**config.mk**
```make
export PLATFORM = sky130hd
export DESIGN_NAME = svga_upscale_scanout
export DESIGN_NICKNAME = d
export VERILOG_FILES = /design/src/rtl/svga_scan_pkg.sv /design/src/rtl/svga_scan_timing.sv /design/src/rtl/svga_scan_addr.sv /design/src/rtl/svga_scan_pipe.sv /design/src/rtl/svga_upscale_scanout.sv
export SDC_FILE = /design/constraint.sdc
export NUM_CORES = 1
export LEC_CHECK = 0
export ABC_CLOCK_PERIOD_IN_PS = 4650
export BUFFER_PORTS_ARGS = -buffer_cell sky130_fd_sc_hd__buf_2
export CAP_MARGIN = 20
export CORE_MARGIN = 1.5
export CORE_UTILIZATION = 58
export DETAILED_ROUTE_END_ITERATION = 12
export MAX_ROUTING_LAYER = met4
export PLACE_DENSITY = 0.88
export SLEW_MARGIN = 20
export SYNTH_ARGS = -nofsm -noshare
export SYNTH_HDL_FRONTEND = slang
export SYNTH_SLANG_ARGS = --single-unit
```
**constraint.sdc**
```tcl
create_clock -name clk -period 4.65 [get_ports clk]
set_input_delay 0.465 -clock clk [delete_from_list [all_inputs] [get_ports clk]]
set_output_delay 0.465 -clock clk [all_outputs]
set_load 0.1 [all_outputs]
```
**src/rtl/svga_scan_pkg.sv**
```systemverilog
package svga_scan_pkg;

  typedef logic [1:0] shade_t;

  typedef struct packed {
    logic hs;
    logic vs;
    logic win;
  } scan_ctl_t;

endpackage

```
**src/rtl/svga_scan_timing.sv**
```systemverilog
module svga_scan_timing #(
  parameter int H_ACTIVE = 800,
  parameter int H_FP     = 40,
  parameter int H_SYNC   = 128,
  parameter int H_BP     = 88,
  parameter int V_ACTIVE = 600,
  parameter int V_FP     = 1,
  parameter int V_SYNC   = 4,
  parameter int V_BP     = 23,
  parameter int HCW      = 11,
  parameter int VCW      = 10
) (
  input  logic           clk,
  input  logic           rst_n,
  output logic [HCW-1:0] hcnt,
  output logic [VCW-1:0] vcnt,
  output logic           hs_raw,
  output logic           vs_raw
);

  localparam int H_TOTAL = H_ACTIVE + H_FP + H_SYNC + H_BP;
  localparam int V_TOTAL = V_ACTIVE + V_FP + V_SYNC + V_BP;
  localparam logic [HCW-1:0] H_LAST = HCW'(H_TOTAL - 1);
  localparam logic [VCW-1:0] V_LAST = VCW'(V_TOTAL - 1);
  localparam logic [HCW-1:0] HS_ON  = HCW'(H_ACTIVE + H_FP);
  localparam logic [HCW-1:0] HS_OFF = HCW'(H_ACTIVE + H_FP + H_SYNC);
  localparam logic [VCW-1:0] VS_ON  = VCW'(V_ACTIVE + V_FP);
  localparam logic [VCW-1:0] VS_OFF = VCW'(V_ACTIVE + V_FP + V_SYNC);

  logic [HCW-1:0] h_nxt;
  logic [VCW-1:0] v_nxt;
  logic           h_end;
  logic           v_end;

  assign h_end = (hcnt == H_LAST);
  assign v_end = (vcnt == V_LAST);

  always_comb begin
    h_nxt = hcnt + 1'b1;
    v_nxt = vcnt;
    if (h_end) begin
      h_nxt = '0;
      v_nxt = v_end ? '0 : vcnt + 1'b1;
    end
  end

  always_ff @(posedge clk or negedge rst_n) begin
    if (!rst_n) begin
      hcnt <= '0;
      vcnt <= '0;
    end else begin
      hcnt <= h_nxt;
      vcnt <= v_nxt;
    end
  end

  assign hs_raw = (hcnt >= HS_ON) && (hcnt < HS_OFF);
  assign vs_raw = (vcnt >= VS_ON) && (vcnt < VS_OFF);

  // line counter steps by one and wraps after the last column
  a_r1_line_step: assert property (@(posedge clk) disable iff (!rst_n)
    (hcnt != H_LAST) |=> (hcnt == $past(hcnt) + 1'b1));
  a_r1_line_wrap: assert property (@(posedge clk) disable iff (!rst_n)
    (hcnt == H_LAST) |=> (hcnt == '0));
  // frame counter moves only at a line wrap and wraps after the last line
  a_r2_frame_hold: assert property (@(posedge clk) disable iff (!rst_n)
    (hcnt != H_LAST) |=> $stable(vcnt));
  a_r2_frame_wrap: assert property (@(posedge clk) disable iff (!rst_n)
    (hcnt == H_LAST && vcnt == V_LAST) |=> (vcnt == '0 && hcnt == '0));

endmodule

```
**src/rtl/svga_scan_addr.sv**
```systemverilog
module svga_scan_addr #(
  parameter int SRC_W    = 160,
  parameter int SRC_H    = 144,
  parameter int SCALE_LG = 2,
  parameter int HB       = 80,
  parameter int VB       = 12,
  parameter int HCW      = 11,
  parameter int VCW      = 10,
  parameter int ADDR_W   = 15
) (
  input  logic [HCW-1:0]    hcnt,
  input  logic [VCW-1:0]    vcnt,
  output logic              in_win,
  output logic [ADDR_W-1:0] addr
);

  localparam logic [HCW-1:0]    X_LO  = HCW'(HB);
  localparam logic [HCW-1:0]    X_HI  = HCW'(HB + (SRC_W << SCALE_LG));
  localparam logic [VCW-1:0]    Y_LO  = VCW'(VB);
  localparam logic [VCW-1:0]    Y_HI  = VCW'(VB + (SRC_H << SCALE_LG));
  localparam logic [ADDR_W-1:0] ROW_W = ADDR_W'(SRC_W);

  logic [ADDR_W-1:0] col_src;
  logic [ADDR_W-1:0] row_src;

  assign in_win = (hcnt >= X_LO) && (hcnt < X_HI) &&
                  (vcnt >= Y_LO) && (vcnt < Y_HI);

  assign col_src = ADDR_W'((hcnt - X_LO) >> SCALE_LG);
  assign row_src = ADDR_W'((vcnt - Y_LO) >> SCALE_LG);

  always_comb begin
    addr = '0;
    if (in_win) begin
      addr = row_src * ROW_W + col_src;
    end
  end

endmodule

```
**src/rtl/svga_scan_pipe.sv**
```systemverilog
module svga_scan_pipe
  import svga_scan_pkg::*;
(
  input  logic   clk,
  input  logic   rst_n,
  input  logic   hs_raw,
  input  logic   vs_raw,
  input  logic   in_win,
  input  shade_t rd_data,
  output logic   hsync,
  output logic   vsync,
  output shade_t level
);

  scan_ctl_t s1_q;
  scan_ctl_t s1_d;
  shade_t    lvl_d;

  always_comb begin
    s1_d.hs  = hs_raw;
    s1_d.vs  = vs_raw;
    s1_d.win = in_win;
    // inverted shade: stored white (0) drives the top level
    lvl_d = s1_q.win ? ~rd_data : '0;
  end

  always_ff @(posedge clk or negedge rst_n) begin
    if (!rst_n) begin
      s1_q  <= '0;
      hsync <= 1'b0;
      vsync <= 1'b0;
      level <= '0;
    end else begin
      s1_q  <= s1_d;
      hsync <= s1_q.hs;
      vsync <= s1_q.vs;
      level <= lvl_d;
    end
  end

  // a sync edge on the output follows the raw sync two clocks earlier
  a_r8_hs_delay: assert property (@(posedge clk) disable iff (!rst_n)
    $rose(hsync) |-> $past(hs_raw, 2));
  a_r8_vs_delay: assert property (@(posedge clk) disable iff (!rst_n)
    $rose(vsync) |-> $past(vs_raw, 2));

endmodule

```
**src/rtl/svga_upscale_scanout.sv**
```systemverilog
module svga_upscale_scanout
  import svga_scan_pkg::*;
#(
  parameter int H_ACTIVE = 800,
  parameter int H_FP     = 40,
  parameter int H_SYNC   = 128,
  parameter int H_BP     = 88,
  parameter int V_ACTIVE = 600,
  parameter int V_FP     = 1,
  parameter int V_SYNC   = 4,
  parameter int V_BP     = 23,
  parameter int SRC_W    = 160,
  parameter int SRC_H    = 144,
  parameter int SCALE_LG = 2,
  parameter int ADDR_W   = $clog2(SRC_W * SRC_H)
) (
  input  logic              clk,
  input  logic              rst_n,
  output logic              fb_rd_en,
  output logic [ADDR_W-1:0] fb_addr,
  input  logic [1:0]        fb_rd_data,
  output logic              hsync,
  output logic              vsync,
  output logic [1:0]        red,
  output logic [1:0]        green,
  output logic [1:0]        blue
);

  localparam int H_TOTAL = H_ACTIVE + H_FP + H_SYNC + H_BP;
  localparam int V_TOTAL = V_ACTIVE + V_FP + V_SYNC + V_BP;
  localparam int HCW     = $clog2(H_TOTAL);
  localparam int VCW     = $clog2(V_TOTAL);
  localparam int HB      = (H_ACTIVE - (SRC_W << SCALE_LG)) / 2;
  localparam int VB      = (V_ACTIVE - (SRC_H << SCALE_LG)) / 2;
  localparam int DEPTH   = SRC_W * SRC_H;

  logic           rst_q1;
  logic           rst_int;
  logic [HCW-1:0] hcnt;
  logic [VCW-1:0] vcnt;
  logic           hs_raw;
  logic           vs_raw;
  logic           in_win;
  shade_t         level;

  // asynchronous assertion, synchronous release
  always_ff @(posedge clk or negedge rst_n) begin
    if (!rst_n) begin
      rst_q1  <= 1'b0;
      rst_int <= 1'b0;
    end else begin
      rst_q1  <= 1'b1;
      rst_int <= rst_q1;
    end
  end

  svga_scan_timing #(
    .H_ACTIVE(H_ACTIVE), .H_FP(H_FP), .H_SYNC(H_SYNC), .H_BP(H_BP),
    .V_ACTIVE(V_ACTIVE), .V_FP(V_FP), .V_SYNC(V_SYNC), .V_BP(V_BP),
    .HCW(HCW), .VCW(VCW)
  ) timing_i (
    .clk(clk), .rst_n(rst_int),
    .hcnt(hcnt), .vcnt(vcnt), .hs_raw(hs_raw), .vs_raw(vs_raw)
  );

  svga_scan_addr #(
    .SRC_W(SRC_W), .SRC_H(SRC_H), .SCALE_LG(SCALE_LG),
    .HB(HB), .VB(VB), .HCW(HCW), .VCW(VCW), .ADDR_W(ADDR_W)
  ) addr_i (
    .hcnt(hcnt), .vcnt(vcnt), .in_win(in_win), .addr(fb_addr)
  );

  assign fb_rd_en = in_win;

  svga_scan_pipe pipe_i (
    .clk(clk), .rst_n(rst_int),
    .hs_raw(hs_raw), .vs_raw(vs_raw), .in_win(in_win),
    .rd_data(fb_rd_data),
    .hsync(hsync), .vsync(vsync), .level(level)
  );

  assign red   = level;
  assign green = level;
  assign blue  = level;

  // every read stays inside the framebuffer
  a_r6_addr_range: assert property (@(posedge clk) disable iff (!rst_int)
    fb_rd_en |-> ({1'b0, fb_addr} < (ADDR_W + 1)'(DEPTH)));
  // nothing is driven while either sync pulse is active
  a_r4_dark_in_sync: assert property (@(posedge clk) disable iff (!rst_int)
    (hsync || vsync) |-> (level == '0));
  // hsync rises for the counter column two clocks back
  a_r1_hsync_start: assert property (@(posedge clk) disable iff (!rst_int)
    $rose(hsync) |-> ($past(hcnt, 2) == HCW'(H_ACTIVE + H_FP)));
  // no read request while reset is held
  a_r7_quiet_reset: assert property (@(posedge clk)
    !rst_int |-> !fb_rd_en);

endmodule

```
Word-level counts from Yosys, hierarchy flattened:

Cells that the tools add are included.

* equality and inequality tests: 2
* reduce and logical (&&, ||, !) cells: 5
* bitwise gates (word level): 1
* $mul: 1
* mux-type cells: 4
* $lt $le $gt $ge: 8
* add/sub/neg operators: 5

Operators with widths (count)
* $lt 11x10->1 const B: 2
* $lt 10x10->1 const B: 2
* $add 15x13->15: 1
* $mux 15: 1
* $mul 13x3->10 const B: 1
* $sub 11x7->12 const B: 1
* $add 11x1->11 const B: 1
* $eq 11x11->1 const B: 1
* $ge 11x10->1 const B: 1
* $ge 11x7->1 const B: 1
* $mux 11: 1
* $sub 10x4->11 const B: 1
* $add 10x1->10 const B: 1
* $eq 10x10->1 const B: 1
* $ge 10x10->1 const B: 1
* $ge 10x4->1 const B: 1
* $mux 10: 1
* $logic_and 1x1->1: 5
* $mux 2: 1
* $not 2->2: 1

* output and inout port bits: 24
* logic and storage cells: 36
* bits in registers: 30

Longest topological paths before layout:

Gate-level depths: netlist of run 1.

* word-level depth: 5
* depth in mapped cells: 17
* depth with buffers taken out: 17

Hierarchy:

A second synthesis of run 1 with hierarchy kept.

* cell total of the unflattened synthesis: 280
* area total of the unflattened synthesis: 2556.2 um^2

Modules (own cells, without submodules)
* svga_scan_timing: seq. area each 525.5 um^2, cells an instance 114, times used 1, area each 1136.1 um^2
* svga_scan_addr: seq. area each 0.0 um^2, cells an instance 150, times used 1, area each 1133.6 um^2
* svga_scan_pipe: seq. area each 175.2 um^2, cells an instance 9, times used 1, area each 202.7 um^2
* svga_upscale_scanout: seq. area each 50.0 um^2, cells an instance 7, times used 1, area each 83.8 um^2

Least setup slack after synthesis of run 1:

No wires, ideal clock.

* path kind: reg-to-output
* start point: register timing_i.vcnt[2]
* end point: output fb_addr[14]
* path buffers: 0
* stages on the path, launching flop included: 17
* arrival time: 4407 ps
* slack: -222 ps
* cells stage by stage: dfrtp_1 > ha_1 > o31ai_1 > o21ai_0 > ha_1 > ha_1 > a21oi_1 > inv_1 > a21oi_1 > xnor2_1 > ha_1 > o21ai_0 > nand2b_1 > a21oi_1 > nand3b_1 > xnor3_1 > nor2_1

* cells in the longest elaborated chain, start to end: 4
* elaborated cells on any way between the ends: 8
* those cells by class: add/sub: 2; mul: 1; order compare: 2; mux: 1; reduce/logical: 2

RTL lines
* start, declared: line svga_scan_timing.sv:16 `output logic [VCW-1:0] vcnt,`
* start signal, assigned: line svga_scan_timing.sv:53 `vcnt <= v_nxt;`
* $sub 10x4->11 / $ge 10x4->1 (equally long branches): line svga_scan_addr.sv:30, svga_scan_addr.sv:27
* $mul 13x3->10 / $logic_and 1x1->1 (equally long branches): line svga_scan_addr.sv:35, svga_scan_addr.sv:26
* $add 15x13->15 / $logic_and 1x1->1 (equally long branches): line svga_scan_addr.sv:35, svga_scan_addr.sv:27
* $mux 15 (*): line svga_scan_addr.sv:34 `if (in_win) begin`
* end, declared: line svga_upscale_scanout.sv:20 `output logic [ADDR_W-1:0] fb_addr,`

Every way passes the cells marked *; elsewhere a longest branch is shown, timed or not.

Final worst setup path of run 1:

Ends and elaborated chain as after synthesis.

==> results of run 1 <==
## registers in the layout, indices dropped and copies added (netlist names)
name           cells
pipe_i.vsync       1
rst_q1             1
pipe_i.hsync       1
timing_i.vcnt     10
rst_int            1
pipe_i.level       2
pipe_i.s1_q        3
timing_i.hcnt     11
## routing by layer
layer,wire length [µm],track usage (%),vias to the layer above,part of all wire [%]
met5,0,-,-,0
met4,51,6.75,0,0.99
met3,212,5.41,7,4.1
met2,2530,37.7,60,49
met1,2340,31.6,978,46
li1,-,-,1027,-
## area by class of cell
type                       instances  area [µm²]
tap                               50        62.6
timing repair buffer              30         190
fill                             320        1300
sequential                        30         753
multi-input combinational        221        1640
clock buffer                       7        76.3
inverter                          19        71.3
## cell usage after synthesis (4+ instances only)
master / instances
buf_4: 5
clkbuf_1: 4
xnor2_1: 17
inv_1: 19
dfrtp_1: 30
nor3_1: 10
o21ai_0: 18
o31ai_1: 5
a21oi_1: 13
ha_1: 31
nand2_1: 14
and3_1: 4
buf_2: 6
nand3_1: 9
nor3b_1: 4
nor2b_1: 6
xor2_1: 15
a21o_1: 6
and2_1: 5
nor2_1: 29
## path summary, 6_finish.rpt
kind / endpoint / from
hold / removal: timing_i.vcnt[0] / rst_int
min in group clk: pipe_i.level[0] / fb_rd_data[0]
setup reg to reg: pipe_i.s1_q[0] / timing_i.vcnt[2]
max in group asynchronous: timing_i.vcnt[3] / rst_int
hold reg to reg: timing_i.vcnt[0] / rst_int
setup / recovery: fb_addr[14] / timing_i.vcnt[2]
## critical path, delay by kind of cell (launching register included)
family | cells | cell delay (ps)
and+or+nand+nor | 5 | 790
AOI/OAI and AO/OA | 2 | 390
DFF | 1 | 440
buffers and inverters | 2 | 270
xor gates and xnor gates | 3 | 570
adders and majority gates | 4 | 1270
## cell families after synthesis
logic type | count (synthesis)
XOR/XNOR | 33
adder cells (fa/ha/maj) | 33
AND/OR/NAND/NOR | 94
other | 1
multiplexers | 2
flip-flops | 30
buffers and inverters | 35
AO/OA/AOI/OAI | 58
## stage by stage
stage	setup TNS [ps]	hold WS (ps)	total power, mW
6_report	0	272	0.460
5_1_grt	-42.8	326	0.480
4_1_cts	0	323	0.465
3_5_place_dp	0	253	0.273
3_3_place_gp	0	251	0.273
2_1_floorplan	0	169	0.270
## report_power, final
part           switching (mW)  total, mW  internal (mW)
sequential            0.00454      0.267          0.262
clock                  0.0882      0.191          0.103
combinational        0.000815    0.00225        0.00143
total                  0.0936      0.460          0.366
## cells in the final DEF, fill, tap and decap left out, types with 2 or more instances in the layout
cell / n
ha_1: 31
dfrtp_1: 28
nor2_1: 27
buf_2: 25
inv_1: 19
o21ai_0: 17
xnor2_1: 17
xor2_1: 15
nand2_1: 14
a21oi_1: 11
nor3_1: 10
nand3_1: 9
a21o_1: 6
nor2b_1: 6
clkbuf_8: 5
and3_1: 4
and2_1: 4
o31ai_1: 4
nor3b_1: 4
nand4_1: 3
a31oi_1: 3
o21a_1: 3
and4_1: 2
nand2b_1: 2
a21oi_2: 2
nor4b_1: 2
nor2_2: 2
o22ai_1: 2
fa_1: 2
clkbuf_1: 2
buf_12: 2
buf_4: 2
dfrtp_2: 2
## timing repair
item | CTS | global route
hold buffers | 1 | 0
resized for setup | 0 | 7
endpoints found under the setup margin | 0 | 3
buffers inserted | 0 | 0
hold endpoints to repair | 2 | 0
==> results.yml, run 1 <==
run_status:
  outcome: "completed"
yosys:
  synth-compound-area-share_pct: 14.9
  synth-adder-area-share_pct: 16.9
  synthXorXnorAreaFrac_pct: 12.0
  synth.avg_cell_area_um2: 8.84
  synth_edf_count: 0
  synthMuxAreaShare_pct: 0.842
  synth-simple-area-share_pct: 19.0
  synthFlopType: "dfrtp_1"
  netlist_instances: 286
  yosysWarnings: 0
  yosys.cell_types.count: 45
  syn_area_um2: 2530
  synthTopCellsByArea: "dfrtp_1 30%, ha_1 15%, xnor2_1 5.9%, xor2_1 5.2%, nor2_1 4.3%"
  synth_top_family_by_area: "simple AND/OR/NAND/NOR gates"
  async_flop_share_pct: 100
  synth_nets: 323
  ys_ff_latch: 30
  seq_area_frac_synth_pct: 29.7
  yosys.area.top_type: "dfrtp_1"
  synth_top_area_share_pct: 29.7
clocking:
  cts_tree: "yes"
  cts_buffers: 5
  cts_sinks: 30
  cts_root_buf: "clkbuf_8"
  cts_buffer_depth: 2
  clk-insertion-delay-late_ps: 280
  clkTransAtPathRegs_ps: 60
  htreeDepth: 2
placement:
  dp_cells: 349
  place_ws_ps: 431
  placed_area_um2: 2680
  place.gp.congestion: 0.872
  hpwl_um: 3880
  io_buffers: 27
worst_setup_path:
  r2r_cells: 7
  crit_chain: "and2_2, nor2_1, xnor2_1, inv_1, ha_1, ha_1, fa_1, xor2_1, ha_1, o21ai_0, nand2b_1, a21oi_1, nand3b_1, xnor3_1, nor2_2, buf_12"
  cpMostUsedCell: "ha_1"
  r2r_setup_slack_ps: 2340
  crit_type: "reg2out"
  arrival_ps: 3990
  slowest_delay_ps: 440
  crit_path_max_fanout: 7
  crit_slowest_cell: "dfrtp_1"
  setup.worst_path.start_class: "register"
  crit_path_end_kind: "output port"
  cp.required_ps: 4180
min_path:
  min_path_type: "reg2async"
timing:
  setup_violations: 0
  final_max_slew_viol_count: 0
  timing.fmax_ghz: 0.225
  finalClockSkew_ps: 5.85
  worst_slew_pin_slew_ps: 595
  fin_ws_ps: 198
  period_minus_slack_ps: 4450
  slew_headroom_pct: 60.3
  hold_viol: 0
  period_share_pct: 95.8
detailed_routing:
  wire_per_inst_um: 14.4
  drtPass1Iterations: 4
  via_count: 2072
  routed_wirelength_um: 5130
  via_per_inst: 5.80
  remaining_drc_errors: 0
  drtIter0Drc: 124
  postRouteAntennaNets: 0
global_routing:
  grt_pass1_vias: 2021
  grt_pass1_wl_um: 9230
  grt_start_max_net_pins: 29
  grt_util_all_layers_pct: 24.1
  antenna_found_initial: 0
  overflow: 0
power:
  pwr_density_cell_nw_per_um2: 165
  vdd_drop_max_v: 0.000243
  p_leak_nw: 1.35
floorplan:
  io_pins: 28
  initial_core_util_pct: 61.8
  core_area_um2: 4090
  die_y_um: 69.0
  rows: 23
  die_x_um: 69.0
  die-area_um2: 4760
cells_and_area:
  utilization_pct: 68.3
  area_delta_synth_final_pct: 10.4
  finish.cell_count_without_fillers: 357
  drive_above_1_share_pct: 15.0
  design_area_um2: 2790
  fin_nets: 344
  diodes: 0
job:
  maxCapViolations: 0
Note: power is estimated with default switching activity, not from simulation.
==> inputs of run 2 (changes only) <==
CORE_ASPECT_RATIO = 0.75   (was default)
==> run 2 against run 1 <==
Worst hold slack improved by 14 ps. Sequential power barely moved. Clock power rose by 29%. Sequential share of layout area fell by 0.45 points. Power rose by 12%. Utilization rose by 0.87 points. Global-route usage rose by 1.5 points. First-iteration DRC count rose by 90%. Routed wire length rose by 8.9%. Critical path type unchanged. Critical endpoint unchanged. Largest power group unchanged. Highest routed layer unchanged.
==> results.yml, run 2 (synthesis results as in run 1) <==
run_status:
  outcome: "completed"
timing:
  finalSetupTns_ps: 0
  period_share_pct: 96.6
  final_max_slew_viol_count: 0
  worst_slew_pin_slew_ps: 626
  timing.fmax_ghz: 0.223
  setup_violations: 0
  fin_ws_ps: 156
  hold_viol: 0
  finalClockSkew_ps: 5.64
  period_minus_slack_ps: 4490
  slew_headroom_pct: 57.7
floorplan:
  die_y_um: 60.2
  io_pins: 28
  core_area_um2: 4100
  rows: 20
  initial_core_util_pct: 61.6
  die-area_um2: 4770
  die_x_um: 79.2
detailed_routing:
  via_count: 2114
  via_per_inst: 5.82
  wire_per_inst_um: 15.4
  remaining_drc_errors: 0
  postRouteAntennaNets: 0
  drtPass1Iterations: 5
  routed_wirelength_um: 5590
  drtIter0Drc: 235
global_routing:
  grt_start_max_net_pins: 29
  overflow: 0
  grt_pass1_wl_um: 9070
  antenna_found_initial: 0
  grt_pass1_vias: 1956
  grt_util_all_layers_pct: 25.6
job:
  maxCapViolations: 0
power:
  vdd_drop_max_v: 0.000172
  pwr_density_cell_nw_per_um2: 181
  p_leak_nw: 1.37
worst_setup_path:
  crit_path_end: "fb_addr[14]"
  crit_path_max_fanout: 7
  setup.worst_path.start_class: "register"
  r2r_setup_slack_ps: 2330
  cp.required_ps: 4180
  r2r_cells: 7
  crit_type: "reg2out"
  arrival_ps: 4030
  crit_path_end_kind: "output port"
  crit_start: "timing_i.vcnt[2]"
  r2r_end: "pipe_i.s1_q[0]"
  r2r_start: "timing_i.vcnt[3]"
cells_and_area:
  area_delta_synth_final_pct: 12.3
  layout_common_cells: "31 x ha_1, 28 x dfrtp_1, 27 x nor2_1"
  diodes: 0
  largest_register_ffs: 11
  design_area_um2: 2840
  utilization_pct: 69.1
  regMostFlops: "timing_i.hcnt"
  largestRegisters: "timing_i.hcnt: 11 flops, timing_i.vcnt: 10 flops, pipe_i.s1_q: 3 flops"
  fin_nets: 344
  final_common_cell: "ha_1"
  drive_above_1_share_pct: 16.2
placement:
  place_ws_ps: 430
  io_buffers: 27
  placed_area_um2: 2690
  hpwl_um: 4000
  place.gp.congestion: 0.916
clocking:
  cts_setup_buffers: 0
  cts_buffers: 5
  cts_sinks: 30
  cts_buffer_depth: 2
  cts_tree: "yes"
  clkTransAtPathRegs_ps: 70
  cts_root_buf: "clkbuf_8"
  clk-insertion-delay-late_ps: 280
  htreeDepth: 2
min_path:
  min_path_type: "reg2async"
==> run 2: changes by cell type in the layout (fill, tap and decap cells not counted) <==
cell and change:
clkbuf_8 +3, xnor2_2 +1, clkbuf_1 -2, xnor2_1 -1
==> run 2: cell type report <==
cell class / instances / area (µm²)
flip-flops and latches: 30 / 753
well taps: 55 / 68.8
inverters: 19 / 71.3
repair buffers: 30 / 190
fillers: 319 / 1270
multi-input cells: 221 / 1640
clock buffers: 8 / 110
==> run 2: layer usage <==
layer | wire [µm] | track usage (%) | part of all wire (%)
met5 | 0 | - | 0
met4 | 53 | 4.01 | 0.95
met3 | 365 | 4.73 | 6.5
met2 | 2610 | 41.3 | 47
met1 | 2550 | 34.5 | 46
==> run 2: repair_timing <==
item                                    4_1_cts  5_1_grt
hold buffers                                  1        0
endpoints found under the hold margin         2        0
endpoints found under the setup margin        0        3
resized for setup                             0        8
==> run 2: worst min-delay path by stage <==
stage	slack, ps	startpoint	to	cells past startpoint
after floorplan	170	rst_n	rst_int	0
after global placement	250	rst_n	rst_int	1
after detailed placement	250	rst_n	rst_q1	1
after CTS	320	fb_rd_data[1]	pipe_i.level[1]	2
after global routing	320	fb_rd_data[0]	pipe_i.level[0]	2
final	290	rst_int	timing_i.hcnt[9]	0
==> run 2: metrics by stage <==
step | hold slack [ps] | total power, mW | std cells
2_1_floorplan | 169 | 0.270 | 286
3_3_place_gp | 250 | 0.273 | 354
3_5_place_dp | 251 | 0.273 | 354
4_1_cts | 325 | 0.517 | 363
5_1_grt | 323 | 0.531 | 363
6_report | 286 | 0.514 | 363
==> run 2: worst max-delay path, stage by stage, from the launching register on <==
cell and delay [ps]:
dfrtp_1 440, and2_2 270, nor2_1 120, xnor2_1 160, inv_1 80, ha_1 300
ha_1 240, fa_1 410, a21o_1 200, a21oi_2 200, xnor2_1 160, ha_1 300
a21oi_1 170, nand3b_1 140, xnor3_1 230, nor2_2 140, buf_12 190
==> run 2: where the power goes <==
group	switching, mW	internal [mW]
logic	0.000847	0.00142
clock network	0.0962	0.149
registers	0.00478	0.262
total	0.102	0.413
